==> config.mk <==
export PLATFORM = sky130hd
export DESIGN_NAME = bitband_remap
export DESIGN_NICKNAME = d
export VERILOG_FILES = /design/src/rtl/bbr_pkg.sv /design/src/rtl/bbr_window_dec.sv /design/src/rtl/bbr_bit_lane.sv /design/src/rtl/bitband_remap.sv
export SDC_FILE = /design/constraint.sdc
export NUM_CORES = 1
export LEC_CHECK = 0
export ABC_AREA = 1
export ABC_CLOCK_PERIOD_IN_PS = 4000
export BUFFER_PORTS_ARGS = -buffer_cell sky130_fd_sc_hd__buf_4
export CAP_MARGIN = 5
export CORE_UTILIZATION = 53
export CTS_CLUSTER_DIAMETER = 120
export DETAILED_ROUTE_END_ITERATION = 10
export PLACE_DENSITY = 0.95
export SETUP_SLACK_MARGIN = 0.05
export SYNTH_ARGS = -nofsm -noshare
export SYNTH_HDL_FRONTEND = slang
export SYNTH_SLANG_ARGS = --single-unit
==> constraint.sdc <==
create_clock -name clk -period 4 [get_ports clk]
set_input_delay 0.2 -clock clk [delete_from_list [all_inputs] [get_ports clk]]
set_output_delay 0.2 -clock clk [all_outputs]
set_load 0.01 [all_outputs]
==> src/rtl/bbr_pkg.sv <==
package bbr_pkg;
    localparam int WORD_W   = 32;
    localparam int BIDX_W   = $clog2(WORD_W);
    localparam int NWIN     = 2;

    typedef enum logic [1:0] {
        ST_IDLE  = 2'd0,
        ST_READ  = 2'd1,
        ST_WRITE = 2'd2,
        ST_FAULT = 2'd3
    } bbr_state_e;

    typedef struct packed {
        bbr_state_e              st;
        logic                    is_wr;
        logic                    set_val;
        logic [BIDX_W-1:0]       bit_idx;
        logic [WORD_W-1:0]       tgt;
        logic [WORD_W-1:0]       word;
    } bbr_ctx_t;
endpackage

==> src/rtl/bbr_window_dec.sv <==
module bbr_window_dec
    import bbr_pkg::*;
#(
    parameter logic [WORD_W-1:0] ALIAS_BASE = 32'h2200_0000,
    parameter logic [WORD_W-1:0] SPAN       = 32'h0010_0000,
    parameter logic [WORD_W-1:0] MAP_BASE   = 32'h2000_0000,
    parameter logic [WORD_W-1:0] MAP_BYTES  = 32'h0000_8000
) (
    input  logic [WORD_W-1:0] addr,
    output logic              hit,
    output logic              legal,
    output logic [WORD_W-1:0] tgt,
    output logic [BIDX_W-1:0] bit_idx
);
    // Alias bytes consumed by the mapped region: one word per backing bit.
    localparam logic [WORD_W-1:0] MAP_ALIAS = MAP_BYTES << 5;

    logic [WORD_W-1:0] off;

    always_comb begin
        off     = addr - ALIAS_BASE;
        hit     = (off < SPAN);
        legal   = hit && (off < MAP_ALIAS) && (addr[1:0] == 2'b00);
        // byte offset = off >> 5, then aligned down to a word
        tgt     = MAP_BASE + {5'b0, off[WORD_W-1:7], 2'b00};
        // byte lane in off[6:5], bit within byte in off[4:2]
        bit_idx = off[6:2];
    end
endmodule

==> src/rtl/bbr_bit_lane.sv <==
module bbr_bit_lane
    import bbr_pkg::*;
(
    input  logic [WORD_W-1:0] word_in,
    input  logic [BIDX_W-1:0] bit_idx,
    input  logic              set_val,
    output logic [WORD_W-1:0] merged,
    output logic              picked
);
    always_comb begin
        merged = word_in;
        picked = 1'b0;
        for (int i = 0; i < WORD_W; i++) begin
            if (bit_idx == i[BIDX_W-1:0]) begin
                merged[i] = set_val;
                picked    = word_in[i];
            end
        end
    end
endmodule

==> src/rtl/bitband_remap.sv <==
module bitband_remap
    import bbr_pkg::*;
#(
    parameter logic [31:0] W0_ALIAS = 32'h2200_0000,
    parameter logic [31:0] W0_SPAN  = 32'h0010_0000,
    parameter logic [31:0] W0_BASE  = 32'h2000_0000,
    parameter logic [31:0] W0_BYTES = 32'h0000_8000,
    parameter logic [31:0] W1_ALIAS = 32'h4200_0000,
    parameter logic [31:0] W1_SPAN  = 32'h0200_0000,
    parameter logic [31:0] W1_BASE  = 32'h4000_0000,
    parameter logic [31:0] W1_BYTES = 32'h0010_0000
) (
    input  logic        clk,
    input  logic        rst_n,
    input  logic        up_req,
    input  logic        up_we,
    input  logic [31:0] up_addr,
    input  logic [31:0] up_wdata,
    output logic        up_ready,
    output logic [31:0] up_rdata,
    output logic        up_err,
    output logic        dn_req,
    output logic        dn_we,
    output logic [31:0] dn_addr,
    output logic [31:0] dn_wdata,
    input  logic        dn_ready,
    input  logic [31:0] dn_rdata
);
    localparam logic [NWIN-1:0][WORD_W-1:0] A_BASE = {W1_ALIAS, W0_ALIAS};
    localparam logic [NWIN-1:0][WORD_W-1:0] A_SPAN = {W1_SPAN,  W0_SPAN};
    localparam logic [NWIN-1:0][WORD_W-1:0] M_BASE = {W1_BASE,  W0_BASE};
    localparam logic [NWIN-1:0][WORD_W-1:0] M_SIZE = {W1_BYTES, W0_BYTES};

    logic [NWIN-1:0]              win_hit;
    logic [NWIN-1:0]              win_legal;
    logic [NWIN-1:0][WORD_W-1:0]  win_tgt;
    logic [NWIN-1:0][BIDX_W-1:0]  win_bit;

    for (genvar g = 0; g < NWIN; g++) begin : g_win
        bbr_window_dec #(
            .ALIAS_BASE (A_BASE[g]),
            .SPAN       (A_SPAN[g]),
            .MAP_BASE   (M_BASE[g]),
            .MAP_BYTES  (M_SIZE[g])
        ) u_dec (
            .addr    (up_addr),
            .hit     (win_hit[g]),
            .legal   (win_legal[g]),
            .tgt     (win_tgt[g]),
            .bit_idx (win_bit[g])
        );
    end

    logic              any_hit;
    logic              sel_legal;
    logic [WORD_W-1:0] sel_tgt;
    logic [BIDX_W-1:0] sel_bit;

    always_comb begin
        any_hit   = 1'b0;
        sel_legal = 1'b0;
        sel_tgt   = '0;
        sel_bit   = '0;
        for (int w = 0; w < NWIN; w++) begin
            if (win_hit[w]) begin
                any_hit   = 1'b1;
                sel_legal = win_legal[w];
                sel_tgt   = win_tgt[w];
                sel_bit   = win_bit[w];
            end
        end
    end

    bbr_ctx_t ctx_d, ctx_q;

    logic [WORD_W-1:0] merged_word;
    logic              picked_bit;

    bbr_bit_lane u_lane (
        .word_in (dn_rdata),
        .bit_idx (ctx_q.bit_idx),
        .set_val (ctx_q.set_val),
        .merged  (merged_word),
        .picked  (picked_bit)
    );

    always_comb begin
        ctx_d    = ctx_q;
        up_ready = 1'b0;
        up_rdata = '0;
        up_err   = 1'b0;
        dn_req   = 1'b0;
        dn_we    = 1'b0;
        dn_addr  = '0;
        dn_wdata = '0;

        unique case (ctx_q.st)
            ST_IDLE: begin
                if (up_req && !any_hit) begin
                    dn_req   = 1'b1;
                    dn_we    = up_we;
                    dn_addr  = up_addr;
                    dn_wdata = up_wdata;
                    up_ready = dn_ready;
                    up_rdata = dn_rdata;
                end else if (up_req && !sel_legal) begin
                    ctx_d.st = ST_FAULT;
                end else if (up_req) begin
                    ctx_d.st      = ST_READ;
                    ctx_d.is_wr   = up_we;
                    ctx_d.set_val = up_wdata[0];
                    ctx_d.bit_idx = sel_bit;
                    ctx_d.tgt     = sel_tgt;
                end
            end
            ST_READ: begin
                dn_req  = 1'b1;
                dn_addr = ctx_q.tgt;
                if (dn_ready) begin
                    if (ctx_q.is_wr) begin
                        ctx_d.word = merged_word;
                        ctx_d.st   = ST_WRITE;
                    end else begin
                        up_ready = 1'b1;
                        up_rdata = {{(WORD_W-1){1'b0}}, picked_bit};
                        ctx_d.st = ST_IDLE;
                    end
                end
            end
            ST_WRITE: begin
                dn_req   = 1'b1;
                dn_we    = 1'b1;
                dn_addr  = ctx_q.tgt;
                dn_wdata = ctx_q.word;
                if (dn_ready) begin
                    up_ready = 1'b1;
                    ctx_d.st = ST_IDLE;
                end
            end
            ST_FAULT: begin
                up_ready = 1'b1;
                up_err   = 1'b1;
                ctx_d.st = ST_IDLE;
            end
            default: ctx_d.st = ST_IDLE;
        endcase
    end

    always_ff @(posedge clk or negedge rst_n) begin
        if (!rst_n) begin
            ctx_q <= '{st: ST_IDLE, is_wr: 1'b0, set_val: 1'b0,
                       bit_idx: '0, tgt: '0, word: '0};
        end else begin
            ctx_q <= ctx_d;
        end
    end
endmodule

Word-level counts from Yosys, hierarchy flattened
Cells that the tools add are included.
{"block": "word_totals", "register_bits": 73, "in_bits": 101, "out_inout_bits": 100, "word_cells": 163}
{"block": "classes", "add_sub_neg": 4, "n_lt_le_gt_ge": 2, "n_eq_ne": 38, "n_mux": 98, "bitwise_logic": 2, "n_reduce_logical": 13}
{"op": "case mux 32 bit (2 select lines)", "count": 3}
{"op": "2-to-1 mux 32 bit", "count": 5}
{"op": "2-to-1 mux 41 bit", "count": 2}
{"op": "equality test 5 bit, second input constant", "count": 16}
{"op": "2-to-1 mux 1 bit", "count": 77}
{"op": "equality test 5 x 4 -> 1 bit, second input constant", "count": 8}
{"op": "2-to-1 mux 39 bit", "count": 1}
{"op": "adder 31 x 27 -> 32 bit, first input constant", "count": 1}
{"op": "less-than comparator 32 x 21 -> 1 bit, second input constant", "count": 1}
{"op": "less-than comparator 32 x 26 -> 1 bit, second input constant", "count": 1}
{"op": "subtractor 32 x 30 -> 32 bit, second input constant", "count": 1}
{"op": "subtractor 32 x 31 -> 32 bit, second input constant", "count": 1}
{"op": "adder 30 x 27 -> 31 bit, first input constant", "count": 1}
{"op": "equality test 5 x 3 -> 1 bit, second input constant", "count": 4}
{"op": "equality test 5 x 2 -> 1 bit, second input constant", "count": 2}
{"op": "2-to-1 mux 5 bit", "count": 2}
{"op": "2-to-1 mux 2 bit", "count": 4}
{"op": "case mux 2 bit (4 select lines)", "count": 1}
{"op": "AND reduction 4 bit", "count": 2}
{"op": "inequality test 2 bit, second input constant", "count": 3}
{"op": "equality test 5 x 1 -> 1 bit, second input constant", "count": 1}
{"op": "logical NOT 5 bit", "count": 1}
{"op": "equality test 2 bit, second input constant", "count": 2}
{"op": "logical AND 1 bit", "count": 4}
{"op": "9 further kinds", "count": 13}

Logic depth before layout (Yosys ltp)
Gate-level depths: netlist (run 1).
{"block": "depth", "word_depth": 36, "ltp_mapped": 26, "ltp_nobuf": 26}

Hierarchy
Synthesis (run 1) repeated with hierarchy kept, for this count alone.
{"block": "hier_totals", "hier_cells": 1107, "hier_area_um2": 6687.7}
{"mod": "bitband_remap", "n_inst": 1, "cells_each": 765, "area_each_um2": 4885.9, "seq_area_each_um2": 1826.8}
{"mod": "bbr_bit_lane", "n_inst": 1, "cells_each": 200, "area_each_um2": 935.9, "seq_area_each_um2": 0.0}
{"mod": "bbr_window_dec at g_win[0].u_dec", "n_inst": 1, "cells_each": 73, "area_each_um2": 442.9, "seq_area_each_um2": 0.0}
{"mod": "bbr_window_dec at g_win[1].u_dec", "n_inst": 1, "cells_each": 69, "area_each_um2": 422.9, "seq_area_each_um2": 0.0}

Least setup slack after synthesis (run 1)
OpenSTA, ideal clock, no wires.
{"block": "synth_path", "kind": "input -> output", "from": "input port up_addr[25]", "to": "output port dn_addr[10]", "t_arrival_ns": 2.098, "t_required_ns": 3.800, "setup_slack_ns": 1.702, "cell_stages": 18, "n_path_buf": 2, "path_cell_list": "inv_1 -> ha_1 -> nand2_1 -> nor2_1 -> inv_1 -> or2_1 -> nand2_1 -> xor2_1 -> nor3b_1 -> nand3_1 -> inv_1 -> nor2_2 -> inv_4 -> nor2_2 -> buf_4 -> buf_6 -> nand2_1 -> a21oi_1"}
{"block": "synth_between", "elab_chain_len": 8, "elab_cells_between_ends": 10, "cone_classes": "2 x add/sub; 2 x order compare; 4 x mux; 2 x reduce/logical"}
{"element": "start, declared", "line_no": "bitband_remap.sv:17", "source": "input logic [31:0] up_addr,"}
{"element": "subtractor 32 x 30 -> 32 bit", "line_no": "bbr_window_dec.sv:21", "source": "off = addr - ALIAS_BASE;"}
{"element": "less-than comparator 32 x 21 -> 1 bit", "line_no": "bbr_window_dec.sv:22", "source": "hit = (off < SPAN);"}
{"element": "2-to-1 mux 1 bit", "line_no": "bitband_remap.sv:65", "source": "if (win_hit[w]) begin"}
{"element": "2-to-1 mux 1 bit (*)", "line_no": "bitband_remap.sv:65"}
{"element": "logical NOT 1 bit (*)", "line_no": "bitband_remap.sv:99", "source": "if (up_req && !any_hit) begin"}
{"element": "logical AND 1 bit (*)", "line_no": "bitband_remap.sv:99"}
{"element": "2-to-1 mux 32 bit (*)", "line_no": "bitband_remap.sv:99"}
{"element": "case mux 32 bit (2 select lines) (*)", "line_no": "bitband_remap.sv:97", "source": "unique case (ctx_q.st)"}
{"element": "end, declared", "line_no": "bitband_remap.sv:24", "source": "output logic [31:0] dn_addr,"}
Every way passes the cells marked *; elsewhere a longest branch is shown, timed or not.

Worst setup path in the final report (run 1)
{"block": "layout_path", "from": "register ctx_q[68] (netlist name)", "to": "output port up_rdata[0]"}
{"block": "layout_between", "elab_chain_len": 36, "elab_cells_between_ends": 67, "cone_classes": "31 x eq/ne; 35 x mux; 1 x reduce/logical"}
{"element": "start, declared", "line_no": "bitband_remap.sv:74", "source": "bbr_ctx_t ctx_d, ctx_q;"}
{"element": "start signal, assigned", "line_no": "bitband_remap.sv:151", "source": "ctx_q <= '{st: ST_IDLE, is_wr: 1'b0, set_val: 1'b0,"}
{"element": "start signal, assigned", "line_no": "bitband_remap.sv:154", "source": "ctx_q <= ctx_d;"}
{"element": "logical NOT 5 bit", "line_no": "bbr_bit_lane.sv:14", "source": "if (bit_idx == i[BIDX_W-1:0]) begin"}
{"element": "2-to-1 mux 1 bit (31 in a row)", "line_no": "bbr_bit_lane.sv:14"}
{"element": "2-to-1 mux 1 bit (*)", "line_no": "bbr_bit_lane.sv:14"}
{"element": "2-to-1 mux 1 bit (*)", "line_no": "bitband_remap.sv:120", "source": "if (ctx_q.is_wr) begin"}
{"element": "2-to-1 mux 1 bit (*)", "line_no": "bitband_remap.sv:119", "source": "if (dn_ready) begin"}
{"element": "case mux 32 bit (2 select lines) (*)", "line_no": "bitband_remap.sv:97"}
{"element": "end, declared", "line_no": "bitband_remap.sv:20", "source": "output logic [31:0] up_rdata,"}
Marked as above.

==> results of run 1 <==
## layer usage
metal  wire length [um]  GRT usage, %  vias to the layer above
met5                  0             0                        -
met4                301          10.1                        0
met3               1370          8.49                       34
met2               7230          52.9                      310
met1               5890          39.1                     2488
li1                   -             -                     2685
## through the flow
step	hold slack [ns]	instances	worst slack, ns	instance area, um^2	power [mW]
final	0.0689	1029	0.557	6560	2.34
after global routing	0.0409	1029	0.244	6560	2.47
after CTS	0.0498	1029	0.586	6560	2.35
after detailed placement	0.371	1012	0.864	6330	1.71
after global placement	0.372	1012	0.964	6330	1.69
after floorplan	-0.0956	737	1.70	4840	1.24
## area by class of cell
class,count,area [um^2]
multi-input cells,498,2460
fillers,692,2200
flip-flops and latches,68,1700
repair buffers,206,1550
inverters,133,502
clock buffers,12,145
well taps,108,135
clock inverters,4,72.6
## how the worst max path moves through the flow
stage / start / slack [ns] / endpoint
after detailed placement: up_addr[25] / 0.86 / ctx_q[44]
after global routing: ctx_q[68] / 0.24 / up_rdata[0]
after floorplan: up_addr[25] / 1.70 / dn_addr[10]
after CTS: ctx_q[68] / 0.59 / up_rdata[0]
final: ctx_q[68] / 0.56 / up_rdata[0]
after global placement: up_addr[25] / 0.96 / ctx_q[43]
## cell usage after synthesis
master / n / area share (%)
a21oi_1: 38 / 3.9
buf_1: 2 / 0.16
buf_2: 9 / 0.93
buf_4: 3 / 0.46
buf_6: 4 / 0.93
clkbuf_1: 20 / 1.5
dfrtp_1: 68 / 35
ha_1: 6 / 1.5
inv_1: 123 / 9.5
inv_2: 9 / 0.70
inv_4: 1 / 0.13
mux2i_1: 17 / 3.5
nand2_1: 182 / 14
nand2_2: 1 / 0.13
nand3_1: 23 / 2.4
nand3_2: 2 / 0.41
nand4_1: 8 / 1.0
nor2_1: 71 / 5.5
nor2_2: 7 / 0.90
nor2_4: 4 / 0.93
nor3_1: 17 / 1.8
nor3_2: 1 / 0.21
nor3b_1: 1 / 0.16
nor4_1: 2 / 0.26
o2111ai_1: 1 / 0.18
o211ai_1: 15 / 2.3
o21ai_0: 78 / 8.1
o21ai_1: 2 / 0.21
o22ai_1: 17 / 2.2
or2_1: 2 / 0.26
or2_2: 1 / 0.13
xor2_1: 2 / 0.36
## power by group through the flow
stage,Combinational (mW),Clock (mW),Sequential (mW)
6_report,0.954,0.639,0.745
5_1_grt,1.05,0.674,0.749
4_1_cts,0.960,0.645,0.744
3_5_place_dp,0.953,0,0.757
3_3_place_gp,0.936,0,0.756
2_1_floorplan,0.487,0,0.750
## worst max-delay path, cell delays in order (launching register included)
cell     delay (ns)
dfrtp_1        0.34
buf_4          0.30
inv_2          0.28
nand3_1        0.23
nand3_1        0.10
nand2_1        0.06
nand2_1        0.05
nand2_1        0.05
nand3_1        0.06
nand2_1        0.07
nand3_1        0.06
nand2_1        0.07
nand4_1        0.08
nand2_1        0.10
nand3_1        0.07
nand2_1        0.07
nand3_1        0.06
nand2_1        0.07
nand3_1        0.06
nand2_1        0.07
nand3_1        0.08
nand2_1        0.10
nand3_1        0.07
nand2_1        0.08
nand2_1        0.07
nand2_1        0.06
nand2_1        0.05
buf_4          0.14
## logic make-up (layout without fill, tap and decap cells)
kind of cell	Yosys count	after routing
mux	17	17
flops	68	68
compound gates	151	151
buf+inv	171	355
xor+xnor	2	2
fa+ha+maj	6	6
simple gates	322	322
==> results.sh, run 1 <==
export IMPL_status="complete, no violations"
export IMPL_drc=0
export IMPL_synth_xor_area_share_pct=0.362
export IMPL_rsz0062_at_grt="false"
export IMPL_grt_pass1_wl_mm=24.3
export IMPL_swShare_pct=35.4
export IMPL_cts_setup_buffers=0
export IMPL_dr_pass1_iters=5
export IMPL_layout_commonest_cell="buf_4"
export IMPL_largest_register_ffs=68
export IMPL_p_sw_uw=827
export IMPL_synth_distinct_cells=32
export IMPL_yosys_area_share_adder_pct=1.55
export IMPL_critPathLaunchType="flip-flop"
export IMPL_antenna_found_initial=0
export IMPL_drtAntennaViolNets=0
export IMPL_track_usage_pct=31.5
export IMPL_period_needed_ns=3.44
export IMPL_r2r_slack_ns=1.65
export IMPL_die_x_um=97.6
export IMPL_clockPowerShare_pct=27.3
export IMPL_avgSynthCellArea_um2=6.57
export IMPL_min_to="ctx_q[46]"
export IMPL_tightest_slew_ns=1.18
export IMPL_ios=201
export IMPL_fin_crit_sh_pct=86.1
export IMPL_synth_compound_area_share_pct=16.9
export IMPL_hold_violations=0
export IMPL_p_per_area_nw_per_um2=356
export IMPL_rr_worst_depth=6
export IMPL_portBuffers=200
export IMPL_die_h_um=97.6
export IMPL_synthCells=737
export IMPL_dp_hpwl_mm=10.9
export IMPL_root_buffer="clkbuf_8"
export IMPL_worst_ep_required_time_ns=3.80
export IMPL_drtIter0Drc=379
export IMPL_min_from="up_addr[19]"
export IMPL_ys_ff_latch=68
export IMPL_cts_buffers=9
export IMPL_holdCritPathClass="primary input to flip-flop"
export IMPL_synthSimpleGateAreaFrac_pct=28.2
export IMPL_drive_above_1_share_pct=26.7
export IMPL_wl_per_cell_um=14.4
export IMPL_clockBufferDepth=2
export IMPL_clk_latency_ns=0.35
export IMPL_overflow=0
export IMPL_maxSlewHeadroom_pct=21.3
export IMPL_setup_viol=0
export IMPL_routabilityCongestion=0.895
export IMPL_largest_registers="ctx_q: 68 flops"
export IMPL_cp_arrival_ns=3.24
export IMPL_cts_tree="built"
export IMPL_maxCapViolCount=0
export IMPL_num_vias=5517
export IMPL_layout_nets=1023
export IMPL_fp_row_count=34
export IMPL_grt_max_degree=69
export IMPL_path_max_fanout=31
export IMPL_combPwrFrac_pct=40.8
export IMPL_area_delta_synth_final_pct=35.5
export IMPL_irDropWorstVdd_uv=230
export IMPL_clock_sinks=68
export IMPL_regToRegEndpoint="ctx_q[25]"
export IMPL_synth_nets=844
export IMPL_syn_area_um2=4840
export IMPL_h_tree_depth=3
export IMPL_crit_type="flip-flop to output port"
export IMPL_first_global_vias=5096
export IMPL_synthMuxAreaShare_pct=3.51
export IMPL_finClkSkew_ns=0.00998
export IMPL_fmax_mhz=290
export IMPL_fin_setup_tns_ns=0
export IMPL_cts_resized=0
export IMPL_regToRegStartpoint="ctx_q[72]"
export IMPL_antenna_cells=0
export IMPL_internal_power_mw=1.51
export IMPL_postLayoutCoreUtil_pct=74.9
export IMPL_layout_common_cells="buf_4 (205), nand2_1 (182), inv_1 (123)"
export IMPL_path_clk_slew_ns=0.07
export IMPL_die_area_um2=9520
export IMPL_seq_area_frac_synth_pct=35.1
export IMPL_post_drt_via_cell_ratio=5.36
export IMPL_leakage_nw=3.74
export IMPL_end_kind="output port"
export IMPL_power_frac_seq_pct=31.9
export IMPL_initial_utilization_pct=55.3
export IMPL_regMostFlops="ctx_q"
export IMPL_slew_violations=0
export IMPL_cts_hold_buf=1
export IMPL_hold_depth=3
export IMPL_coreArea_um2=8760
export IMPL_synth_top_family_by_area="simple AND/OR/NAND/NOR gates"
export IMPL_yosys_warnings=0
export IMPL_routed_wl_mm=14.8
Power figures use the tool's default switching activity.
==> inputs of run 2 (changes only) <==
Settings changed: ABC_CLOCK_PERIOD_IN_PS 4000 to 4100.
Clock period 4 ns to 4.1 ns, I/O delays scaled along.
==> run 2 against run 1 <==
  * The run now ends with hold timing left
  * Total power shrank 3.7%
  * Clock power shrank 7.8%
  * Critical path depth is the same
  * Routed wire length grew 1.8%
  * Worst setup slack gained 0.16 ns
  * Clock skew is essentially flat
  * Non-clock buffer count shrank 1
  * Sequential cell count is the same
  * Largest cell class unchanged
==> results.sh, run 2 (synthesis gave the netlist of run 1 again) <==
export IMPL_end_kind="output port"
export IMPL_overflow=0
export IMPL_die_area_um2=9520
export IMPL_num_vias=5556
export IMPL_ios=201
export IMPL_wl_per_cell_um=14.7
export IMPL_dp_hpwl_mm=11.0
export IMPL_layout_common_cells="buf_4 (205), nand2_1 (182), inv_1 (123)"
export IMPL_largest_registers="ctx_q: 68 flops"
export IMPL_portBuffers=200
export IMPL_placed_area_um2=6330
export IMPL_clock_sinks=68
export IMPL_cts_setup_buffers=0
export IMPL_multiInputGateArea_um2=2460
export IMPL_path_max_fanout=31
export IMPL_fin_area_um2=6540
export IMPL_largest_register_ffs=68
export IMPL_grt_pass1_wl_mm=24.2
export IMPL_coreArea_um2=8760
export IMPL_violations="hold timing"
export IMPL_drtIter0Drc=405
export IMPL_fin_crit_sh_pct=82.6
export IMPL_hold_ws_ns=-0.0379
export IMPL_cts_tree="built"
export IMPL_drt_met1_wl_mm=5.92
export IMPL_die_x_um=97.6
export IMPL_drtAntennaViolNets=0
export IMPL_routed_wl_mm=15.1
export IMPL_wl_met3_mm=1.48
export IMPL_top_layer_used="met4"
export IMPL_holdCritPathClass="primary input to async pin"
export IMPL_routabilityCongestion=0.892
export IMPL_maxSlewHeadroom_pct=22.4
export IMPL_crit_type="flip-flop to output port"
export IMPL_maxCapViolCount=0
export IMPL_post_place_cells=1012
export IMPL_fmax_mhz=295
export IMPL_fin_cells=1027
export IMPL_irDropWorstVdd_uv=225
export IMPL_regToRegStartpoint="ctx_q[72]"
export IMPL_area_delta_synth_final_pct=35.0
export IMPL_cts_resized=0
export IMPL_timing_final_ws_setup_ns=0.714
export IMPL_slew_violations=0
export IMPL_dr_pass1_iters=6
export IMPL_clockBufferDepth=2
export IMPL_path_clk_slew_ns=0.08
export IMPL_initial_utilization_pct=55.3
export IMPL_grt_max_degree=69
export IMPL_antenna_found_initial=0
export IMPL_layout_commonest_cell="buf_4"
export IMPL_layout_nets=1022
export IMPL_root_buffer="clkbuf_8"
export IMPL_seq_area_um2=1700
export IMPL_post_drt_via_cell_ratio=5.41
export IMPL_pre_cts_slack_ns=0.898
export IMPL_drc=0
export IMPL_rsz0062_at_grt="false"
export IMPL_cp_arrival_ns=3.18
export IMPL_p_per_area_nw_per_um2=344
export IMPL_hold_violations=29
export IMPL_first_global_vias=5085
export IMPL_antenna_cells=0
export IMPL_regMostFlops="ctx_q"
export IMPL_tightest_slew_ns=1.16
export IMPL_die_h_um=97.6
export IMPL_period_needed_ns=3.39
export IMPL_drive_above_1_share_pct=26.7
export IMPL_fin_setup_tns_ns=0
export IMPL_cts_hold_buf=0
export IMPL_cts_buffers=9
export IMPL_clk_latency_ns=0.36
export IMPL_status="finished with violations"
export IMPL_crit_path_start="ctx_q[68]"
export IMPL_setup_viol=0
export IMPL_met2_length_mm=7.35
export IMPL_fillers=688
export IMPL_fp_row_count=34
export IMPL_track_usage_pct=31.5
export IMPL_h_tree_depth=3
export IMPL_critPathLaunchType="flip-flop"
export IMPL_finClkSkew_ns=0.0100
export IMPL_r2r_slack_ns=1.81
export IMPL_leakage_nw=3.73
export IMPL_worst_ep_required_time_ns=3.89
## run 2: changes by cell type in the layout (fill, tap and decap cells not counted)
cell,before,now
bufinv_16,2,1
clkbuf_8,10,12
clkinv_2,1,0
clkinvlp_4,1,0
dlygate4sd3_1,1,0
## run 2: power breakdown
group          total, mW  switching [mW]  internal, mW
registers          0.727          0.0234         0.703
logic              0.935           0.524         0.411
clock network      0.589           0.261         0.329
total               2.25           0.808          1.44
## run 2: cell type report
| cell class | instances | area share [%] |
|---|---|---|
| clock buffers | 14 | 2.64 |
| clock inverters | 1 | 0.459 |
| inverters | 133 | 7.67 |
| multi-input cells | 498 | 37.6 |
| flip-flops and latches | 68 | 26.0 |
| well taps | 108 | 2.07 |
| repair buffers | 205 | 23.5 |
## run 2: critical path: stages (launching register included)
cell	delay, ns
dfrtp_1	0.36
buf_4	0.23
inv_2	0.39
nand3_1	0.24
nand3_1	0.14
nand2_1	0.07
nand2_1	0.06
nand2_1	0.04
nand3_1	0.06
nand2_1	0.06
nand3_1	0.06
nand2_1	0.06
nand4_1	0.06
nand2_1	0.07
nand3_1	0.07
nand2_1	0.05
nand3_1	0.06
nand2_1	0.05
nand3_1	0.06
nand2_1	0.06
nand3_1	0.06
nand2_1	0.07
nand3_1	0.07
nand2_1	0.05
nand2_1	0.09
nand2_1	0.07
nand2_1	0.06
buf_4	0.11
## run 2: path summary, 6_finish.rpt
path / to / depth (start not counted)
setup / recovery: up_rdata[0] / 27
hold / removal: ctx_q[28] / 1
setup reg to reg: ctx_q[13] / 6
hold reg to reg: ctx_q[53] / 2
max in group asynchronous: ctx_q[38] / 1
min in group clk: ctx_q[41] / 3
## run 2: layer usage
layer,track usage (%),up-vias
li1,-,2681
met1,39.0,2512
met2,54.4,332
met3,6.69,31
met4,10.3,0
met5,0,-
## run 2: per-stage QoR
step,total power [mW],utilization [%],hold slack [ns]
2_1_floorplan,1.21,-,-0.0906
3_3_place_gp,1.65,72.3,0.374
3_5_place_dp,1.67,72.3,0.379
4_1_cts,2.25,74.6,0.000129
5_1_grt,2.37,74.6,0.0391
6_report,2.25,74.6,-0.0379
